$ cat src/rtl/tsync_pkg.sv
package tsync_pkg;

  typedef enum logic [3:0] {
    EV_SWPUSH = 4'd0,
    EV_WRAP   = 4'd1,
    EV_HALF   = 4'd2,
    EV_HWPUSH = 4'd3,
    EV_ETHRX  = 4'd4,
    EV_ETHTX  = 4'd5
  } ev_kind_e;

  typedef struct packed {
    logic [2:0]  rsvd;
    logic [4:0]  port;
    ev_kind_e    kind;
    logic [3:0]  msg;
    logic [15:0] seq;
  } ev_desc_t;

  localparam logic [7:0] A_IDENT   = 8'h00;
  localparam logic [7:0] A_CTRL    = 8'h04;
  localparam logic [7:0] A_PUSH    = 8'h0C;
  localparam logic [7:0] A_LDVAL   = 8'h10;
  localparam logic [7:0] A_LDGO    = 8'h14;
  localparam logic [7:0] A_RAW     = 8'h20;
  localparam logic [7:0] A_MASKED  = 8'h24;
  localparam logic [7:0] A_IEN     = 8'h28;
  localparam logic [7:0] A_POP     = 8'h30;
  localparam logic [7:0] A_HTIME   = 8'h34;
  localparam logic [7:0] A_HDESC   = 8'h38;

endpackage

$ cat src/rtl/tsync_counter.sv
module tsync_counter #(
  parameter int W = 32
) (
  input  logic         clk,
  input  logic         rst_n,
  input  logic         run,
  input  logic         load,
  input  logic [W-1:0] load_val,
  output logic [W-1:0] count,
  output logic         wrap_pulse,
  output logic         half_pulse
);

  logic [W-1:0] cnt_q, cnt_d;
  logic         wrap_q, wrap_d, half_q, half_d;

  always_comb begin
    cnt_d  = cnt_q;
    wrap_d = 1'b0;
    half_d = 1'b0;
    if (load) begin
      cnt_d = load_val;
    end else if (run) begin
      cnt_d  = cnt_q + W'(1);
      wrap_d = &cnt_q;
      half_d = !cnt_q[W-1] && cnt_d[W-1];
    end
  end

  always_ff @(posedge clk or negedge rst_n) begin
    if (!rst_n) begin
      cnt_q  <= '0;
      wrap_q <= 1'b0;
      half_q <= 1'b0;
    end else begin
      cnt_q  <= cnt_d;
      wrap_q <= wrap_d;
      half_q <= half_d;
    end
  end

  assign count      = cnt_q;
  assign wrap_pulse = wrap_q;
  assign half_pulse = half_q;

  AST_HOLD_WHEN_OFF: assert property (@(posedge clk) disable iff (!rst_n)
    (!run && !load) |=> $stable(count));
  AST_STEP_BY_ONE: assert property (@(posedge clk) disable iff (!rst_n)
    (run && !load) |=> (count == $past(count) + W'(1)));
  AST_WRAP_AT_ZERO: assert property (@(posedge clk) disable iff (!rst_n)
    wrap_pulse |-> (count == '0));
  AST_HALF_AT_MID: assert property (@(posedge clk) disable iff (!rst_n)
    half_pulse |-> (count == {1'b1, {(W-1){1'b0}}}));

endmodule

$ cat src/rtl/tsync_evsel.sv
module tsync_evsel
  import tsync_pkg::*;
#(
  parameter int NUM_HW = 4
) (
  input  logic              clk,
  input  logic              rst_n,
  input  logic              enable,
  input  logic              sw_push,
  input  logic [NUM_HW-1:0] hw_pin,
  input  logic [NUM_HW-1:0] hw_en,
  input  logic              rx_stb,
  input  logic [4:0]        rx_port,
  input  logic [3:0]        rx_msg,
  input  logic [15:0]       rx_seq,
  input  logic              tx_stb,
  input  logic [4:0]        tx_port,
  input  logic [3:0]        tx_msg,
  input  logic [15:0]       tx_seq,
  input  logic              wrap_ev,
  input  logic              half_ev,
  output logic              ev_valid,
  output ev_desc_t          ev_desc,
  output logic              ev_clash
);

  localparam int NREQ = NUM_HW + 5;

  logic [NUM_HW-1:0] pin_q, pin_rise;
  logic [NREQ-1:0]   req;

  always_ff @(posedge clk or negedge rst_n) begin
    if (!rst_n) pin_q <= '0;
    else        pin_q <= hw_pin;
  end

  for (genvar g = 0; g < NUM_HW; g++) begin : g_edge
    assign pin_rise[g] = hw_pin[g] && !pin_q[g] && hw_en[g];
  end

  assign req = enable ? {half_ev, wrap_ev, tx_stb, rx_stb, pin_rise, sw_push} : '0;

  always_comb begin
    ev_desc = '0;
    if (half_ev) begin
      ev_desc      = '0;
      ev_desc.kind = EV_HALF;
    end
    if (wrap_ev) begin
      ev_desc      = '0;
      ev_desc.kind = EV_WRAP;
    end
    if (tx_stb) begin
      ev_desc      = '0;
      ev_desc.kind = EV_ETHTX;
      ev_desc.port = tx_port;
      ev_desc.msg  = tx_msg;
      ev_desc.seq  = tx_seq;
    end
    if (rx_stb) begin
      ev_desc      = '0;
      ev_desc.kind = EV_ETHRX;
      ev_desc.port = rx_port;
      ev_desc.msg  = rx_msg;
      ev_desc.seq  = rx_seq;
    end
    for (int i = NUM_HW - 1; i >= 0; i--) begin
      if (pin_rise[i]) begin
        ev_desc      = '0;
        ev_desc.kind = EV_HWPUSH;
        ev_desc.port = 5'(i + 1);
      end
    end
    if (sw_push) begin
      ev_desc      = '0;
      ev_desc.kind = EV_SWPUSH;
    end
  end

  assign ev_valid = |req;
  assign ev_clash = |(req & (req - NREQ'(1)));

endmodule

$ cat src/rtl/tsync_fifo.sv
module tsync_fifo #(
  parameter int W     = 64,
  parameter int DEPTH = 16
) (
  input  logic                       clk,
  input  logic                       rst_n,
  input  logic                       wr,
  input  logic [W-1:0]               wdata,
  input  logic                       rd,
  output logic [W-1:0]               rdata,
  output logic                       empty,
  output logic                       full,
  output logic [$clog2(DEPTH+1)-1:0] level
);

  localparam int AW = (DEPTH > 1) ? $clog2(DEPTH) : 1;
  localparam int LW = $clog2(DEPTH + 1);

  logic [W-1:0]  mem [DEPTH];
  logic [AW-1:0] wptr_q, wptr_d, rptr_q, rptr_d;
  logic [LW-1:0] lvl_q, lvl_d;
  logic          wr_ok, rd_ok;

  assign empty = (lvl_q == '0);
  assign full  = (lvl_q == LW'(DEPTH));
  assign wr_ok = wr && !full;
  assign rd_ok = rd && !empty;

  always_comb begin
    wptr_d = wptr_q;
    rptr_d = rptr_q;
    lvl_d  = lvl_q;
    if (wr_ok) wptr_d = (wptr_q == AW'(DEPTH - 1)) ? '0 : wptr_q + AW'(1);
    if (rd_ok) rptr_d = (rptr_q == AW'(DEPTH - 1)) ? '0 : rptr_q + AW'(1);
    if (wr_ok && !rd_ok)      lvl_d = lvl_q + LW'(1);
    else if (rd_ok && !wr_ok) lvl_d = lvl_q - LW'(1);
  end

  always_ff @(posedge clk or negedge rst_n) begin
    if (!rst_n) begin
      wptr_q <= '0;
      rptr_q <= '0;
      lvl_q  <= '0;
    end else begin
      wptr_q <= wptr_d;
      rptr_q <= rptr_d;
      lvl_q  <= lvl_d;
    end
  end

  always_ff @(posedge clk) begin
    if (wr_ok) mem[wptr_q] <= wdata;
  end

  assign rdata = mem[rptr_q];
  assign level = lvl_q;

  AST_FULL_STAYS: assert property (@(posedge clk) disable iff (!rst_n)
    (full && !rd) |=> full);
  AST_DROP_KEEPS_LEVEL: assert property (@(posedge clk) disable iff (!rst_n)
    (full && wr && !rd) |=> $stable(level));
  AST_POP_EMPTY_NOP: assert property (@(posedge clk) disable iff (!rst_n)
    (empty && !wr) |=> (empty && $stable(rptr_q)));

endmodule

$ cat src/rtl/tsync_capture.sv
module tsync_capture
  import tsync_pkg::*;
#(
  parameter int          NUM_HW     = 4,
  parameter int          FIFO_DEPTH = 16,
  parameter logic [15:0] ID_IDENT   = 16'h5A17,
  parameter logic [4:0]  ID_RTL     = 5'd3,
  parameter logic [2:0]  ID_MAJOR   = 3'd1,
  parameter logic [7:0]  ID_MINOR   = 8'd2
) (
  input  logic              clk,
  input  logic              rst_n,
  input  logic [7:0]        bus_addr,
  input  logic              bus_wr,
  input  logic [31:0]       bus_wdata,
  output logic [31:0]       bus_rdata,
  input  logic [NUM_HW-1:0] hw_push_pin,
  input  logic              rx_stb,
  input  logic [4:0]        rx_port,
  input  logic [3:0]        rx_msg,
  input  logic [15:0]       rx_seq,
  input  logic              tx_stb,
  input  logic [4:0]        tx_port,
  input  logic [3:0]        tx_msg,
  input  logic [15:0]       tx_seq,
  output logic              irq
);

  localparam int TS_W = 32;
  localparam int EW   = TS_W + $bits(ev_desc_t);
  localparam int LW   = $clog2(FIFO_DEPTH + 1);

  logic [1:0] rst_pipe;
  logic       rst_s;

  always_ff @(posedge clk or negedge rst_n) begin
    if (!rst_n) rst_pipe <= 2'b00;
    else        rst_pipe <= {rst_pipe[0], 1'b1};
  end
  assign rst_s = rst_pipe[1];

  logic              en_q, en_d, test_q, test_d, ien_q, ien_d, drop_q, drop_d;
  logic [NUM_HW-1:0] hwen_q, hwen_d;
  logic [TS_W-1:0]   ldval_q, ldval_d;

  logic sw_push, load_go, pop_go, drop_clr;
  assign sw_push  = bus_wr && (bus_addr == A_PUSH) && bus_wdata[0];
  assign load_go  = bus_wr && (bus_addr == A_LDGO) && bus_wdata[0];
  assign pop_go   = bus_wr && (bus_addr == A_POP)  && bus_wdata[0];
  assign drop_clr = bus_wr && (bus_addr == A_POP)  && bus_wdata[1];

  logic [TS_W-1:0] count;
  logic            wrap_ev, half_ev;

  tsync_counter #(.W(TS_W)) u_cnt (
    .clk(clk), .rst_n(rst_s), .run(en_q), .load(load_go), .load_val(ldval_q),
    .count(count), .wrap_pulse(wrap_ev), .half_pulse(half_ev)
  );

  logic     ev_valid, ev_clash;
  ev_desc_t ev_desc;

  tsync_evsel #(.NUM_HW(NUM_HW)) u_sel (
    .clk(clk), .rst_n(rst_s), .enable(en_q), .sw_push(sw_push),
    .hw_pin(hw_push_pin), .hw_en(hwen_q),
    .rx_stb(rx_stb), .rx_port(rx_port), .rx_msg(rx_msg), .rx_seq(rx_seq),
    .tx_stb(tx_stb), .tx_port(tx_port), .tx_msg(tx_msg), .tx_seq(tx_seq),
    .wrap_ev(wrap_ev), .half_ev(half_ev),
    .ev_valid(ev_valid), .ev_desc(ev_desc), .ev_clash(ev_clash)
  );

  logic [EW-1:0] head;
  logic          f_empty, f_full;
  logic [LW-1:0] f_level;

  tsync_fifo #(.W(EW), .DEPTH(FIFO_DEPTH)) u_fifo (
    .clk(clk), .rst_n(rst_s), .wr(ev_valid), .wdata({count, ev_desc}),
    .rd(pop_go), .rdata(head), .empty(f_empty), .full(f_full), .level(f_level)
  );

  always_comb begin
    en_d    = en_q;
    test_d  = test_q;
    hwen_d  = hwen_q;
    ien_d   = ien_q;
    ldval_d = ldval_q;
    drop_d  = drop_q;
    if (bus_wr && (bus_addr == A_CTRL)) begin
      en_d   = bus_wdata[0];
      test_d = bus_wdata[1];
      hwen_d = bus_wdata[8 +: NUM_HW];
    end
    if (bus_wr && (bus_addr == A_LDVAL)) ldval_d = bus_wdata;
    if (bus_wr && (bus_addr == A_IEN))   ien_d   = bus_wdata[0];
    if (drop_clr) drop_d = 1'b0;
    if (ev_clash || (ev_valid && f_full)) drop_d = 1'b1;
  end

  always_ff @(posedge clk or negedge rst_s) begin
    if (!rst_s) begin
      en_q    <= 1'b0;
      test_q  <= 1'b0;
      hwen_q  <= '0;
      ien_q   <= 1'b0;
      ldval_q <= '0;
      drop_q  <= 1'b0;
    end else begin
      en_q    <= en_d;
      test_q  <= test_d;
      hwen_q  <= hwen_d;
      ien_q   <= ien_d;
      ldval_q <= ldval_d;
      drop_q  <= drop_d;
    end
  end

  logic irq_raw;
  assign irq_raw = !f_empty || test_q;
  assign irq     = irq_raw && ien_q;

  always_comb begin
    bus_rdata = '0;
    case (bus_addr)
      A_IDENT:  bus_rdata = {ID_IDENT, ID_RTL, ID_MAJOR, ID_MINOR};
      A_CTRL: begin
        bus_rdata[0]            = en_q;
        bus_rdata[1]            = test_q;
        bus_rdata[8 +: NUM_HW]  = hwen_q;
        bus_rdata[31]           = drop_q;
      end
      A_LDVAL:  bus_rdata = ldval_q;
      A_RAW:    bus_rdata[0] = irq_raw;
      A_MASKED: bus_rdata[0] = irq;
      A_IEN:    bus_rdata[0] = ien_q;
      A_HTIME:  bus_rdata = f_empty ? '0 : head[EW-1 -: TS_W];
      A_HDESC:  bus_rdata = f_empty ? '0 : head[$bits(ev_desc_t)-1:0];
      default:  bus_rdata = '0;
    endcase
  end

  AST_OFF_NO_RECORD: assert property (@(posedge clk) disable iff (!rst_s)
    !en_q |=> (f_level <= $past(f_level)));
  AST_IRQ_PENDING: assert property (@(posedge clk) disable iff (!rst_s)
    (ien_q && !f_empty) |-> irq);
  AST_DROP_FLAGGED: assert property (@(posedge clk) disable iff (!rst_s)
    (ev_valid && f_full) |=> drop_q);
  AST_CLASH_FLAGGED: assert property (@(posedge clk) disable iff (!rst_s)
    ev_clash |=> drop_q);

endmodule

$ cat config.mk
export PLATFORM = sky130hd
export DESIGN_NAME = tsync_capture
export DESIGN_NICKNAME = d
export VERILOG_FILES = /design/src/rtl/tsync_pkg.sv /design/src/rtl/tsync_counter.sv /design/src/rtl/tsync_evsel.sv /design/src/rtl/tsync_fifo.sv /design/src/rtl/tsync_capture.sv
export SDC_FILE = /design/constraint.sdc
export NUM_CORES = 1
export LEC_CHECK = 0
export BUFFER_PORTS_ARGS = -buffer_cell sky130_fd_sc_hd__buf_2
export CAP_MARGIN = 10
export CORE_AREA = 10 10 350 352
export DETAILED_ROUTE_END_ITERATION = 8
export DIE_AREA = 0 0 360 362
export GPL_TIMING_DRIVEN = 0
export MAX_ROUTING_LAYER = met4
export PLACE_DENSITY_LB_ADDON = 0.1
export SLEW_MARGIN = 20
export SYNTH_ARGS = -nofsm -noshare
export SYNTH_HDL_FRONTEND = slang
export SYNTH_HIERARCHICAL = 1
export SYNTH_SLANG_ARGS = --single-unit
$ cat constraint.sdc
create_clock -name clk -period 3.4 [get_ports clk]
set_input_delay 0.34 -clock clk [delete_from_list [all_inputs] [get_ports clk]]
set_output_delay 0.34 -clock clk [all_outputs]
set_load 0.005 [all_outputs]
==> results by group <==
STA
  • Setup_tns: -13.63 ns
  • Final Cycle Share: 117%
  • Fin worst setup slack: -0.561 ns
  • Slew margin rel.: around a quarter
  • Max Fclk: between 200 and 300 MHz
  • Setup Skew: 0.0342 ns
  • Final setup vio count: 32
  • Worst-Margin Slew: roughly 1.1 ns
  • Unrepaired setup endpoints after global routing: yes
  • Max-slew violation count: 0
  • Final hold violations: 0
  • Time the worst path needs with I/O delays and setup: 3.96 ns

Worst setup path
  • Req. time, crit path: 3.06 ns
  • Critical Path AT: 3.62 ns
  • Crit start category: flop
  • Worst R2R Start: u_fifo/level[1]$_DFFE_PN0P_
  • Crit Path Max Fanout: 10
  • Crit Path Category: reg -> out
  • Most used cell, CP: buf_16
  • CP peak stage delay: between 0.4 and 0.5 ns
  • CP Launch Point: u_fifo/rptr_q[1]$_DFFE_PN0P_
  • Worst-path cell with the longest stage delay: dfrtp_1
  • Critical path capture point type: primary output
  • Critical path, cell by cell: buf_12 > buf_16 > buf_16 > buf_16 > buf_6 > mux4_2 > a221o_1 > a22oi_2 > nor2_1 > a221o_1 > buf_2

Final layout
  • Finished layout cell area: approximately 0.057 mm2
  • Nets: 2,991
  • Final core utilization: 49.3%
  • Synth-to-layout area growth: 23.8%
  • Layout cells sized above 1: between 30% and 40%
  • Fill cells: 9,638

Power and ir drop
  • Power density over the cells: 550 mW/mm2
  • Total power: 31.3 mW
  • Maximum vdd drop: ~0.42 mV
  • Leak: 18.7 nW

Synth
  • Leading post-synthesis cells by instance count: 1,024 x edfxtp_1, 192 x mux4_2, 93 x dfrtp_1
  • Sequential-to-total area share from yosys stat: 72.0%
  • FFs w/ async S/R, synth: under 10%
  • FF+latch count, synth: 1,117
  • Top-count cell post-synth: edfxtp_1
  • Synth warnings: 6
  • Cell variety after synth: 67
  • Mean Syn Cell Area: 18.9 um2
  • Mapped Cells: 2,429
  • Main area contributors after synthesis: edfxtp_1 67%, mux4_2 9.4%, dfrtp_1 5.1%
  • Leading area contributor after synthesis: edfxtp_1
  • Number of synthesized flops with an enable pin: approximately 1,000
  • Cell area after synthesis: around 0.046 mm2
  • Dominant synthesized flop cell: edfxtp_1
  • Area share of the largest cell type after synthesis: roughly 67%

Placement
  • Port buffer count: 131
  • Post-DP HPWL: ~99 mm
  • Placed cell area: 0.0503 mm2
  • Place WS: -1.23 ns
  • GPL Wtd Cong: 0.921

Min path
  • Hold Crit Start: bus_addr[5]
  • HP Class: in -> reg

Flow run
  • MaxCap Viol Count: 0

Floorplanning
  • Chip height: 362 um
  • FP Rows: 125
  • I/O pins: 132
  • Chip width: 360 um
  • Core area: 0.115 mm2
  • Die ar.: around 0.13 mm2
  • Initial Utilization: 39.8%

Clock tree
  • H-tree lvl count: 3
  • Clock root cell: clkbuf_16
  • Reg clk slew, reported paths: roughly 0.060 ns
  • Clk_lat worst skew: around 0.73 ns
  • TritonCTS clock tree: done
  • Clock sinks: 1,117
  • CTS Buffer Depth: 3
  • CTS Buf Count: 118

Route
  • Via/cell ratio: about 5.7
  • Routed WL: between 100 and 150 mm
  • Routed wire per std cell: 31.1 um
  • Via count: 25,700
  • Antenna viol nets, final: 0
  • Initial DRC Count: roughly 2,600
  • Drt drc: 0
  • DR pass1 iterations: 8

GRT
  • First-pass GRT wire length: 198 mm
  • Vias in the first global route: roughly 26,000
  • Largest net degree at the start of global routing: 50
  • Aggregate global-route resource usage: 21.8%
  • Initial antenna violation count: 17
  • Grt ovf: 0

Outcome
  • Run status: finished with violations
  • Failing checks: negative setup slack
## logic make-up after synthesis
group,share of synthesized area [%]
AOI/OAI and AO/OA,6.38
xor gates and xnor gates,0.667
adders and majority gates,0.370
buffers and inverters,2.60
DFF,72.0
muxes,14.3
other,0.0163
and+or+nand+nor,3.67
## power breakdown
| group | switching [mW] | internal, mW |
|---|---|---|
| registers | 0.822 | 15.8 |
| clock network | 5.36 | 7.28 |
| logic | 1.12 | 0.834 |
## metal layers
layer / vias to the layer above / GRT usage, % / part of all wire [%]
li1: 10800 / - / -
met1: 13800 / 30.4 / 44
met2: 931 / 33.2 / 47
met3: 168 / 4.50 / 7.4
met4: 0 / 4.28 / 1.7
met5: - / - / 0
## placed cells by master (no fill, tap or decap), types with 36 or more instances in the layout
| master | n |
|---|---|
| edfxtp_1 | 1024 |
| mux4_2 | 192 |
| buf_2 | 139 |
| clkbuf_16 | 124 |
| dfrtp_1 | 89 |
| mux2_4 | 87 |
| nand2_1 | 85 |
| mux2_2 | 83 |
| buf_12 | 72 |
| nor2b_1 | 67 |
| o21ai_1 | 61 |
| buf_4 | 59 |
| clkbuf_1 | 54 |
| o221ai_2 | 54 |
| inv_1 | 51 |
| nor2_1 | 41 |
| o21ai_0 | 40 |
| buf_16 | 39 |
| dlygate4sd3_1 | 39 |
| buf_8 | 39 |
| a221o_1 | 36 |
## registers in the layout (all words and copies together), names as in the netlist
register          cells
drop_q                1
hwen_q                4
rst_pipe              2
u_cnt/half_pulse      1
u_fifo/wptr_q         4
ien_q                 1
ldval_q              32
u_fifo/rptr_q         4
u_fifo/level          5
u_cnt/wrap_pulse      1
test_q                1
u_sel/pin_q           4
u_cnt/count          32
en_q                  1
u_fifo/mem         1024
## final cells by class
type	count	area, um2	share of cell area, %
repair buffers	333	3730	6.56
inverters	77	289	0.508
clock buffers	154	3240	5.70
diodes	14	35.0	0.0616
clock inverters	71	553	0.972
multi-input cells	1090	12500	21.9
plain buffers	142	1580	2.78
flip-flops and latches	1117	33100	58.2
well taps	1524	1910	3.35
## through the flow
step / hold WS, ns / std cells
6_report: 0.0494 / 4522
5_1_grt: 0.0288 / 4522
4_1_cts: 0.000733 / 4473
3_5_place_dp: 0.135 / 4165
3_3_place_gp: 0.126 / 4087
2_1_floorplan: 0.0444 / 2432
## worst paths after layout
kind	slack (ns)	end	cells after the start
worst max-delay path	-0.56	bus_rdata[11]	11
worst min register to register	0.36	rst_pipe[1]$_DFF_PN0_	0
min in group asynchronous	0.38	u_fifo/level[0]$_DFFE_PN0P_	0
max in group asynchronous	2.23	ldval_q[24]$_DFFE_PN0P_	1
worst max register to register	0.22	u_fifo/level[4]$_DFFE_PN0P_	12
worst min-delay path	0.05	ien_q$_DFFE_PN0P_	3
## timing repair
item	4_1_cts	5_1_grt
hold endpoints to repair	46	0
hold buffers	39	0
gates resized for setup	302	113
pin swaps	45	69
endpoints found under the setup margin	220	85
buffers inserted	42	39
cloned	4	2
## critical path, delay by kind of cell, from the launching register on
kind | cells | cell delay (ns)
flip-flops | 1 | 0.41
AO/OA/AOI/OAI | 3 | 0.96
multiplexers | 1 | 0.32
AND/OR/NAND/NOR | 1 | 0.07
buffers and inverters | 6 | 1.08
Note: power is estimated with default switching activity, not from simulation.
